**src/rtl/sbm_pkg.sv**
```systemverilog
package sbm_pkg;
    typedef enum logic [1:0] {
        OP_LOAD   = 2'd0,
        OP_STORE  = 2'd1,
        OP_SLOAD  = 2'd2,
        OP_SSTORE = 2'd3
    } sbm_op_e;

    // action a bank takes for the access it sees this cycle
    typedef enum logic [1:0] {
        ACT_IDLE,
        ACT_READ,
        ACT_WRITE,
        ACT_REJECT
    } sbm_act_e;
endpackage

```
**src/rtl/sbm_bank.sv**
```systemverilog
module sbm_bank
    import sbm_pkg::*;
#(
    parameter int DATA_W = 64,
    parameter int ROW_W  = 4,
    parameter int TAG_W  = 4
) (
    input  logic              clk,
    input  logic              rst_n,
    input  logic              acc_valid,
    input  sbm_op_e           acc_op,
    input  logic [ROW_W-1:0]  acc_row,
    input  logic [DATA_W-1:0] acc_data,
    input  logic              acc_ptr,
    input  logic              acc_pre,
    input  logic              acc_post,
    input  logic [TAG_W-1:0]  acc_tag,
    output logic              res_valid,
    output logic [DATA_W-1:0] res_data,
    output logic              res_ptr,
    output logic              res_ok,
    output logic [TAG_W-1:0]  res_tag
);
    localparam int DEPTH = 1 << ROW_W;

    logic [DATA_W-1:0] word_q [DEPTH];
    logic [DEPTH-1:0]  flag_q;
    logic [DEPTH-1:0]  ptr_q;

    sbm_act_e act;
    logic     flag_now;
    logic     flag_set;

    assign flag_now = flag_q[acc_row];

    // flag test and decision happen in the same cycle as the update
    always_comb begin
        act      = ACT_IDLE;
        flag_set = 1'b0;
        if (acc_valid) begin
            unique case (acc_op)
                OP_LOAD:   act = ACT_READ;
                OP_STORE:  act = ACT_WRITE;
                OP_SLOAD: begin
                    act      = (flag_now == acc_pre) ? ACT_READ : ACT_REJECT;
                    flag_set = (flag_now == acc_pre);
                end
                OP_SSTORE: begin
                    act      = (flag_now == acc_pre) ? ACT_WRITE : ACT_REJECT;
                    flag_set = (flag_now == acc_pre);
                end
            endcase
        end
    end

    always_ff @(posedge clk) begin
        if (act == ACT_WRITE) begin
            word_q[acc_row] <= acc_data;
        end
    end

    always_ff @(posedge clk or negedge rst_n) begin
        if (!rst_n) begin
            flag_q <= '0;
            ptr_q  <= '0;
        end else begin
            if (act == ACT_WRITE) begin
                ptr_q[acc_row] <= acc_ptr;
            end
            if (flag_set) begin
                flag_q[acc_row] <= acc_post;
            end
        end
    end

    always_ff @(posedge clk or negedge rst_n) begin
        if (!rst_n) begin
            res_valid <= 1'b0;
            res_data  <= '0;
            res_ptr   <= 1'b0;
            res_ok    <= 1'b0;
            res_tag   <= '0;
        end else begin
            res_valid <= (act != ACT_IDLE);
            res_tag   <= acc_tag;
            unique case (act)
                ACT_READ: begin
                    res_data <= word_q[acc_row];
                    res_ptr  <= ptr_q[acc_row];
                    res_ok   <= 1'b1;
                end
                ACT_WRITE: begin
                    res_data <= '0;
                    res_ptr  <= 1'b0;
                    res_ok   <= 1'b1;
                end
                ACT_REJECT, ACT_IDLE: begin
                    res_data <= '0;
                    res_ptr  <= 1'b0;
                    res_ok   <= 1'b0;
                end
            endcase
        end
    end
endmodule

```
**src/rtl/sbm_rsp_merge.sv**
```systemverilog
module sbm_rsp_merge #(
    parameter int NB     = 2,
    parameter int DATA_W = 64,
    parameter int TAG_W  = 4
) (
    input  logic                         clk,
    input  logic                         rst_n,
    input  logic [NB-1:0]                in_valid,
    input  logic [NB-1:0][DATA_W-1:0]    in_data,
    input  logic [NB-1:0]                in_ptr,
    input  logic [NB-1:0]                in_ok,
    input  logic [NB-1:0][TAG_W-1:0]     in_tag,
    output logic                         out_valid,
    output logic [DATA_W-1:0]            out_data,
    output logic                         out_ptr,
    output logic                         out_ok,
    output logic [TAG_W-1:0]             out_tag
);
    logic [DATA_W-1:0] sel_data;
    logic              sel_ptr;
    logic              sel_ok;
    logic [TAG_W-1:0]  sel_tag;

    // at most one bank answers per cycle: OR of the gated results
    always_comb begin
        sel_data = '0;
        sel_ptr  = 1'b0;
        sel_ok   = 1'b0;
        sel_tag  = '0;
        for (int b = 0; b < NB; b++) begin
            if (in_valid[b]) begin
                sel_data = sel_data | in_data[b];
                sel_ptr  = sel_ptr  | in_ptr[b];
                sel_ok   = sel_ok   | in_ok[b];
                sel_tag  = sel_tag  | in_tag[b];
            end
        end
    end

    always_ff @(posedge clk or negedge rst_n) begin
        if (!rst_n) begin
            out_valid <= 1'b0;
            out_data  <= '0;
            out_ptr   <= 1'b0;
            out_ok    <= 1'b0;
            out_tag   <= '0;
        end else begin
            out_valid <= |in_valid;
            out_data  <= sel_data;
            out_ptr   <= sel_ptr;
            out_ok    <= sel_ok;
            out_tag   <= sel_tag;
        end
    end
endmodule

```
**src/rtl/syncbit_mem.sv**
```systemverilog
module syncbit_mem
    import sbm_pkg::*;
#(
    parameter int DATA_W = 64,
    parameter int ADDR_W = 5,
    parameter int TAG_W  = 4
) (
    input  logic              clk,
    input  logic              rst_n,
    input  logic              req_valid,
    input  logic [1:0]        req_op,
    input  logic [ADDR_W-1:0] req_addr,
    input  logic [DATA_W-1:0] req_data,
    input  logic              req_ptr,
    input  logic              req_pre,
    input  logic              req_post,
    input  logic [TAG_W-1:0]  req_tag,
    output logic              rsp_valid,
    output logic [DATA_W-1:0] rsp_data,
    output logic              rsp_ptr,
    output logic              rsp_ok,
    output logic [TAG_W-1:0]  rsp_tag
);
    localparam int NB    = 2;
    localparam int ROW_W = ADDR_W - 1;

    // stage 1: capture the request
    logic              s1_valid;
    sbm_op_e           s1_op;
    logic [ADDR_W-1:0] s1_addr;
    logic [DATA_W-1:0] s1_data;
    logic              s1_ptr;
    logic              s1_pre;
    logic              s1_post;
    logic [TAG_W-1:0]  s1_tag;

    always_ff @(posedge clk or negedge rst_n) begin
        if (!rst_n) begin
            s1_valid <= 1'b0;
            s1_op    <= OP_LOAD;
            s1_addr  <= '0;
            s1_data  <= '0;
            s1_ptr   <= 1'b0;
            s1_pre   <= 1'b0;
            s1_post  <= 1'b0;
            s1_tag   <= '0;
        end else begin
            s1_valid <= req_valid;
            s1_op    <= sbm_op_e'(req_op);
            s1_addr  <= req_addr;
            s1_data  <= req_data;
            s1_ptr   <= req_ptr;
            s1_pre   <= req_pre;
            s1_post  <= req_post;
            s1_tag   <= req_tag;
        end
    end

    // stage 2: word-interleaved banks
    logic [NB-1:0]              b_valid;
    logic [NB-1:0][DATA_W-1:0]  b_data;
    logic [NB-1:0]              b_ptr;
    logic [NB-1:0]              b_ok;
    logic [NB-1:0][TAG_W-1:0]   b_tag;

    for (genvar g = 0; g < NB; g++) begin : g_bank
        sbm_bank #(
            .DATA_W (DATA_W),
            .ROW_W  (ROW_W),
            .TAG_W  (TAG_W)
        ) u_bank (
            .clk       (clk),
            .rst_n     (rst_n),
            .acc_valid (s1_valid && (s1_addr[0] == 1'(g))),
            .acc_op    (s1_op),
            .acc_row   (s1_addr[ADDR_W-1:1]),
            .acc_data  (s1_data),
            .acc_ptr   (s1_ptr),
            .acc_pre   (s1_pre),
            .acc_post  (s1_post),
            .acc_tag   (s1_tag),
            .res_valid (b_valid[g]),
            .res_data  (b_data[g]),
            .res_ptr   (b_ptr[g]),
            .res_ok    (b_ok[g]),
            .res_tag   (b_tag[g])
        );
    end

    // stage 3: response register
    sbm_rsp_merge #(
        .NB     (NB),
        .DATA_W (DATA_W),
        .TAG_W  (TAG_W)
    ) u_merge (
        .clk       (clk),
        .rst_n     (rst_n),
        .in_valid  (b_valid),
        .in_data   (b_data),
        .in_ptr    (b_ptr),
        .in_ok     (b_ok),
        .in_tag    (b_tag),
        .out_valid (rsp_valid),
        .out_data  (rsp_data),
        .out_ptr   (rsp_ptr),
        .out_ok    (rsp_ok),
        .out_tag   (rsp_tag)
    );
endmodule

```
**config.mk**
```make
export PLATFORM = sky130hd
export DESIGN_NAME = syncbit_mem
export DESIGN_NICKNAME = d
export VERILOG_FILES = /design/src/rtl/sbm_pkg.sv /design/src/rtl/sbm_bank.sv /design/src/rtl/sbm_rsp_merge.sv /design/src/rtl/syncbit_mem.sv
export SDC_FILE = /design/constraint.sdc
export NUM_CORES = 2
export LEC_CHECK = 0
export BUFFER_PORTS_ARGS = -buffer_cell sky130_fd_sc_hd__buf_2
export CORE_MARGIN = 2
export CORE_UTILIZATION = 35
export DETAILED_ROUTE_END_ITERATION = 6
export SLEW_MARGIN = 15
export SYNTH_ARGS = -nofsm -noshare
export SYNTH_HDL_FRONTEND = slang
export SYNTH_SLANG_ARGS = --single-unit
```
**constraint.sdc**
```tcl
create_clock -name clk -period 6.55 [get_ports clk]
set_input_delay 1.31 -clock clk [delete_from_list [all_inputs] [get_ports clk]]
set_output_delay 1.31 -clock clk [all_outputs]
set_load 0.01 [all_outputs]
```
==> After elaboration in Yosys (flattened, before gate mapping) <==
Memory sizes are Yosys's and may differ from the RTL's.
Index checks and enable logic that the tools add are counted.
{ "totals": {"reg_bits": 352, "ram_bits": 2048, "input_bits": 81, "out_inout_bits": 71, "elab_cells": 106, "n_memories": 2} }
{ "memory_table": {"columns": ["memory", "words", "word_bits", "rd", "rd_clocked_by_memory_dff", "write_ports", "line", "text"], "rows": [
  ["g_bank[0].u_bank.word_q", 16, 64, 1, 0, 1, "sbm_bank.sv:26", "logic [DATA_W-1:0] word_q [DEPTH];"],
  ["g_bank[1].u_bank.word_q", 16, 64, 1, 0, 1, "sbm_bank.sv:26", null]
]} }
{ "op_classes": {"n_lt_le_gt_ge": 2, "eq_ne": 11, "n_mux": 44, "bitwise": 5, "n_reduce_logical": 16} }
{ "op_table": {"columns": ["op", "n"], "rows": [
  ["case mux 64 bit (2 select lines)", 2],
  ["2-to-1 mux 64 bit", 2],
  ["bitwise mux 16 bit", 4],
  ["OR 64 bit", 1],
  ["2-to-1 mux 1 bit", 19],
  ["binary-select mux 1 bit (select 4 bit)", 4],
  ["case mux 2 bit (4 select lines)", 2],
  ["== test 2 bit (second input constant)", 6],
  ["OR reduction 2 bit", 6],
  ["2-to-1 mux 2 bit", 4],
  ["2-to-1 mux 4 bit", 2],
  ["case mux 1 bit (2 select lines)", 4],
  ["== test 2 x 1 -> 1 bit (second input constant)", 3],
  ["logical NOT 2 bit", 3],
  ["OR reduction 3 bit", 2],
  ["< comparator 4 x 5 -> 1 bit (second input constant)", 1],
  ["demux 1 bit (select 4 bit)", 1],
  ["greater-or-equal comparator 4 x 1 -> 1 bit (second input constant)", 1],
  ["OR 4 bit", 1],
  ["nonzero test 2 bit", 2],
  ["logical AND 1 bit", 3],
  ["== test 1 bit", 2],
  ["OR 1 bit", 2],
  ["inverter 1 bit", 1]
]} }

==> Logic depth before layout (Yosys ltp) <==
{ "logic_depth": {"word_depth": 9, "mapped_depth": 11, "mapped_depth_nobuf": 9} }

==> Hierarchy <==
A second synthesis with hierarchy kept.
{ "hier_totals": {"cells_unflattened": 3685, "area_unflattened_um2": 90386.7} }
{ "modules_own_cells": {"columns": ["module", "n_inst", "cells_each", "area_each_um2", "seq_area_each_um2"], "rows": [
  ["sbm_bank", 2, 1723, 42908.7, 33327.0],
  ["sbm_rsp_merge", 1, 158, 2576.2, 1776.7],
  ["syncbit_mem", 1, 81, 1993.2, 1976.9]
]} }

==> Worst setup path before layout <==
Ideal clock, no wire load.
{ "synth_timing": {"path_kind": "reg-to-reg", "startpoint": "register s1_addr[2]", "endpoint": "register g_bank[0].u_bank.ptr_q[3]", "setup_time_ps": 128, "t_arrival_ps": 5545, "required_ps": 6422, "setup_slack_ps": 878, "stages_incl_launch_ff": 12, "n_path_buf": 2, "period_less_slack_ps": 5672, "cell_sequence": "dfrtp_1 > buf_6 > buf_6 > mux2i_1 > mux4_2 > xor2_2 > a2bb2oi_1 > a21o_1 > ha_1 > nand2_1 > nor2_1 > mux2_2"} }
{ "synth_between": {"elab_chain_cells": 7, "word_cells_on_any_way": 14, "classes_between": "2 x order compare; 2 x eq/ne; 9 x mux; 1 x reduce/logical"} }
{ "synth_rtl": {"columns": ["element", "line", "text"], "rows": [
  ["start: declaration", "syncbit_mem.sv:30", "logic [ADDR_W-1:0] s1_addr;"],
  ["start signal: assignment", "syncbit_mem.sv:50", "s1_addr <= req_addr;"],
  ["binary-select mux 1 bit (select 4 bit)", "sbm_bank.sv:34", "assign flag_now = flag_q[acc_row];"],
  ["2-to-1 mux 1 bit (not written as such)", "sbm_bank.sv:34", null],
  ["== test 1 bit", "sbm_bank.sv:45, sbm_bank.sv:49", null],
  ["2-to-1 mux 1 bit / 2-to-1 mux 2 bit (equally long branches)", "sbm_bank.sv:49, sbm_bank.sv:45", null],
  ["case mux 2 bit (4 select lines)", "sbm_bank.sv:41", "unique case (acc_op)"],
  ["2-to-1 mux 2 bit", "sbm_bank.sv:40", "if (acc_valid) begin"],
  ["== test 2 bit", "sbm_bank.sv:67", "if (act == ACT_WRITE) begin"],
  ["end signal: indexed assignment", "sbm_bank.sv:68", "ptr_q[acc_row] <= acc_ptr;"],
  ["end: declaration", "sbm_bank.sv:28", "logic [DEPTH-1:0] ptr_q;"]
]} }
Parallel ways exist; a longest one is shown, timed or not. The select of a mux whose other input is x is not followed.
A chain may end at the register's enable or synchronous reset.

==> Final worst setup path <==
{ "layout_timing": {"startpoint": "register s1_addr[4]", "endpoint": "memory g_bank[0].u_bank.word_q[10][3] (enable)"} }
{ "layout_between": {"elab_chain_cells": 9, "word_cells_on_any_way": 10, "classes_between": "2 x eq/ne; 8 x mux"} }
{ "layout_rtl": {"columns": ["element", "line", "text"], "rows": [
  ["binary-select mux 1 bit (select 4 bit)", "sbm_bank.sv:34", null],
  ["2-to-1 mux 1 bit (not written as such)", "sbm_bank.sv:34", null],
  ["== test 1 bit", "sbm_bank.sv:45, sbm_bank.sv:49", null],
  ["2-to-1 mux 1 bit / 2-to-1 mux 2 bit (equally long branches)", "sbm_bank.sv:49, sbm_bank.sv:45", null],
  ["case mux 2 bit (4 select lines)", "sbm_bank.sv:41", null],
  ["2-to-1 mux 2 bit", "sbm_bank.sv:40", null],
  ["== test 2 bit", "sbm_bank.sv:57", "if (act == ACT_WRITE) begin"],
  ["2-to-1 mux 1 bit", "sbm_bank.sv:57", null],
  ["2-to-1 mux 1 bit (not written as such)", "sbm_bank.sv:58", "word_q[acc_row] <= acc_data;"],
  ["end: declaration", "sbm_bank.sv:26", null]
]} }
Parallel ways exist; a longest one is shown, timed or not. The select of a mux whose other input is x is not followed.

==> summary.md <==
| Metric | Value |
|---|---|
| Status | `completed` |
| Gpl congestion | `0.742` |
| Critical Path Start Type | `flop` |
| DRT Pass-1 Iters | `6` |
| Row count | `185` |
| Hold WS | `0.334 ns` |
| Synth Instances | `3647` |
| Setup repair bufs after CTS | `0` |
| Initial DRC count | `4419` |
| CTS tree | `yes` |
| RR Startpoint | `s1_addr[4]` |
| Crit path required time | `7.11 ns` |
| Total track usage | `0.168` |
| CTS Buf Count | `275` |
| Tightest Hold Check Type | `reg2reg` |
| Most frequent cells in the layout | `2048 x edfxtp_1, 654 x mux4_2, 328 x dfrtp_1` |
| Hold Startpoint | `s1_tag[1]` |
| Critical Path Start | `s1_addr[4]` |
| Final nets | `4059` |
| Max Cap Viol | `0` |
| Die H | `509 um` |
| Root Buffer | `clkbuf_16` |
| Cell area power density | `324 nW/um2` |
| Synthesized cell area | `89100 um2` |
| Unrepaired setup endpoints after global routing | `false` |
| Share of layout cells above drive strength 1 | `0.328` |
| Core Util, Final | `0.406` |
| Die Width | `509 um` |
| Leak | `34.1 nW` |
| Commonest non-fill, non-tap cell in the layout | `edfxtp_1` |
| Synth-to-Final Area Change | `15.6%` |
| Final hold vios | `0` |
| Critical path capture point type | `flop` |
| Worst-Margin Slew | `1.18 ns` |
| Setup-failing EPs final | `0` |
| Syn Area/Cell | `24.4 um2` |
| Starting Density | `0.351` |
| Antenna violations before repair | `19` |
| Sequential area share after synthesis | `0.789` |
| DRT antenna net count | `0` |
| # DRC | `0` |
| Largest net degree at the start of global routing | `135` |
| H-tree depth | `5` |
| Setup TNS | `0 ns` |
| Peak supply drop | `0.311 mV` |
| Critical path arrival | `5.61 ns` |
| Post-synth top area cell | `edfxtp_1` |
| DR vias | `40000` |
| Max_slew headroom | `0.212` |
| Dpl hpwl | `115000 um` |
| Skew-Pair Late Insertion Delay | `0.94 ns` |
| Yosys warnings | `0` |
| IO Count | `152` |
| Routed WL | `217000 um` |
| PortBufs | `151` |
| Netlist cell types | `31` |
| Clk sink count | `2400` |
| Routed vias/inst | `5.30` |
| First-pass GRT wire length | `311000 um` |
| Top cells by area, synth | `edfxtp_1 69%, mux4_2 17%, dfrtp_1 9.9%` |
| PostCTS Resize Cnt | `0` |
| Die area | `259000 um2` |
| Final Slew Violations | `0` |
| Post-DR wirelength/cell | `28.7 um` |
| Worst-case clock skew | `0.0872 ns` |
| CORE AREA | `254000 um2` |
| Flops & latches, synth | `2400` |
| CTS clk-pin slew, worst paths | `0.06 ns` |
| Critical path peak fanout | `49` |
| Synth top area share | `0.690` |
| Longest Clk Path Bufs | `4` |
| Syn Nets | `3734` |
| Clock period minus worst slack | `5.04 ns` |
| Total gr overflow | `0` |
| Setup Crit Path Kind | `reg2reg` |
| Hold buffers post-CTS | `0` |
| FMAX | `198 MHz` |
| Period utilization | `0.770` |
| Vias in the first global route | `41600` |
==> path summary, 6_finish.rpt <==
path	end	slack, ns	depth (start not counted)
worst max-delay path	g_bank[0].u_bank.word_q[10][3]	1.51	8
worst min-delay path	g_bank[1].u_bank.res_tag[1]	0.33	0
worst max register to register	g_bank[0].u_bank.word_q[10][3]	1.51	8
worst min register to register	g_bank[1].u_bank.res_tag[1]	0.33	0
max in group asynchronous	s1_data[24]	4.61	2
min in group asynchronous	s1_data[55]	0.40	1
==> logic make-up after synthesis <==
| family | count (synthesis) | share of synthesized area |
|---|---|---|
| AO/OA/AOI/OAI | 76 | 0.00725 |
| XOR/XNOR | 4 | 0.000857 |
| adder cells (fa/ha/maj) | 6 | 0.000843 |
| buffers and inverters | 194 | 0.0115 |
| flip-flops | 2400 | 0.789 |
| multiplexers | 734 | 0.175 |
| AND/OR/NAND/NOR | 233 | 0.0151 |
==> state kept, by name, indices dropped and copies added (netlist names), 4 cells and up <==
signal / count
g_bank.u_bank.word_q: 2048
g_bank.u_bank.res_data: 128
s1_data: 64
u_merge.out_data: 64
g_bank.u_bank.flag_q: 32
g_bank.u_bank.ptr_q: 32
s1_addr: 5
g_bank.u_bank.res_tag: 4
s1_tag: 4
u_merge.out_tag: 4
==> synthesized netlist by cell type (all sizes together) <==
library cell	count
edfxtp	2048
mux4	654
dfrtp	352
and2	146
buf	117
clkbuf	72
a22o	66
mux2	64
nor2	29
nand3	18
mux2i	16
nand2	8
nand4	8
nor2b	8
nor4	8
ha	6
inv	5
nand2b	5
a21o	4
a21oi	4
xor2	3
and3	2
a2bb2oi	1
o22a	1
or2	1
xnor2	1
==> metal layers <==
metal	track usage	share of wire	vias up
met3	0.0273	0.064	293
li1	-	-	16100
met2	0.277	0.50	1442
met4	0.0398	0.019	2
met1	0.233	0.42	22200
met5	0	0.000060	-
==> per-stage QoR <==
stage	cell area, um2	setup WS, ns	power [W]	std cells
2_1_floorplan	89100	0.878	0.0181	3647
3_5_place_dp	94100	1.56	0.0187	7061
6_report	103000	1.51	0.0334	7546
3_3_place_gp	94100	1.59	0.0187	7061
4_1_cts	103000	1.52	0.0338	7542
5_1_grt	103000	1.26	0.0344	7543
==> area by class of cell <==
cell class / instances / area, um2
Sequential cell: 2400 / 70400
Clock buffer: 372 / 7610
Inverter: 5 / 18.8
Tap cell: 3366 / 4210
Multi-Input combinational cell: 1053 / 17900
Fill cell: 22000 / 151000
Timing Repair Buffer: 237 / 1650
Clock inverter: 109 / 1200
Antenna cell: 4 / 10.0
==> power breakdown <==
group / total, W / internal (W) / switching (W)
registers: 0.0171 / 0.0168 / 0.000323
clock network: 0.0151 / 0.00909 / 0.00600
logic: 0.00118 / 0.000574 / 0.000608
==> worst max-delay path, cell delays in order (launching register included) <==
cell       delay [ns]
dfrtp_4          1.09
mux4_2           0.64
xor2_2           0.34
a2bb2oi_1        0.38
a21o_1           0.20
ha_1             0.43
nand2_1          0.38
nor2_4           0.74
buf_12           0.41
(Power assumes the default switching activity.)
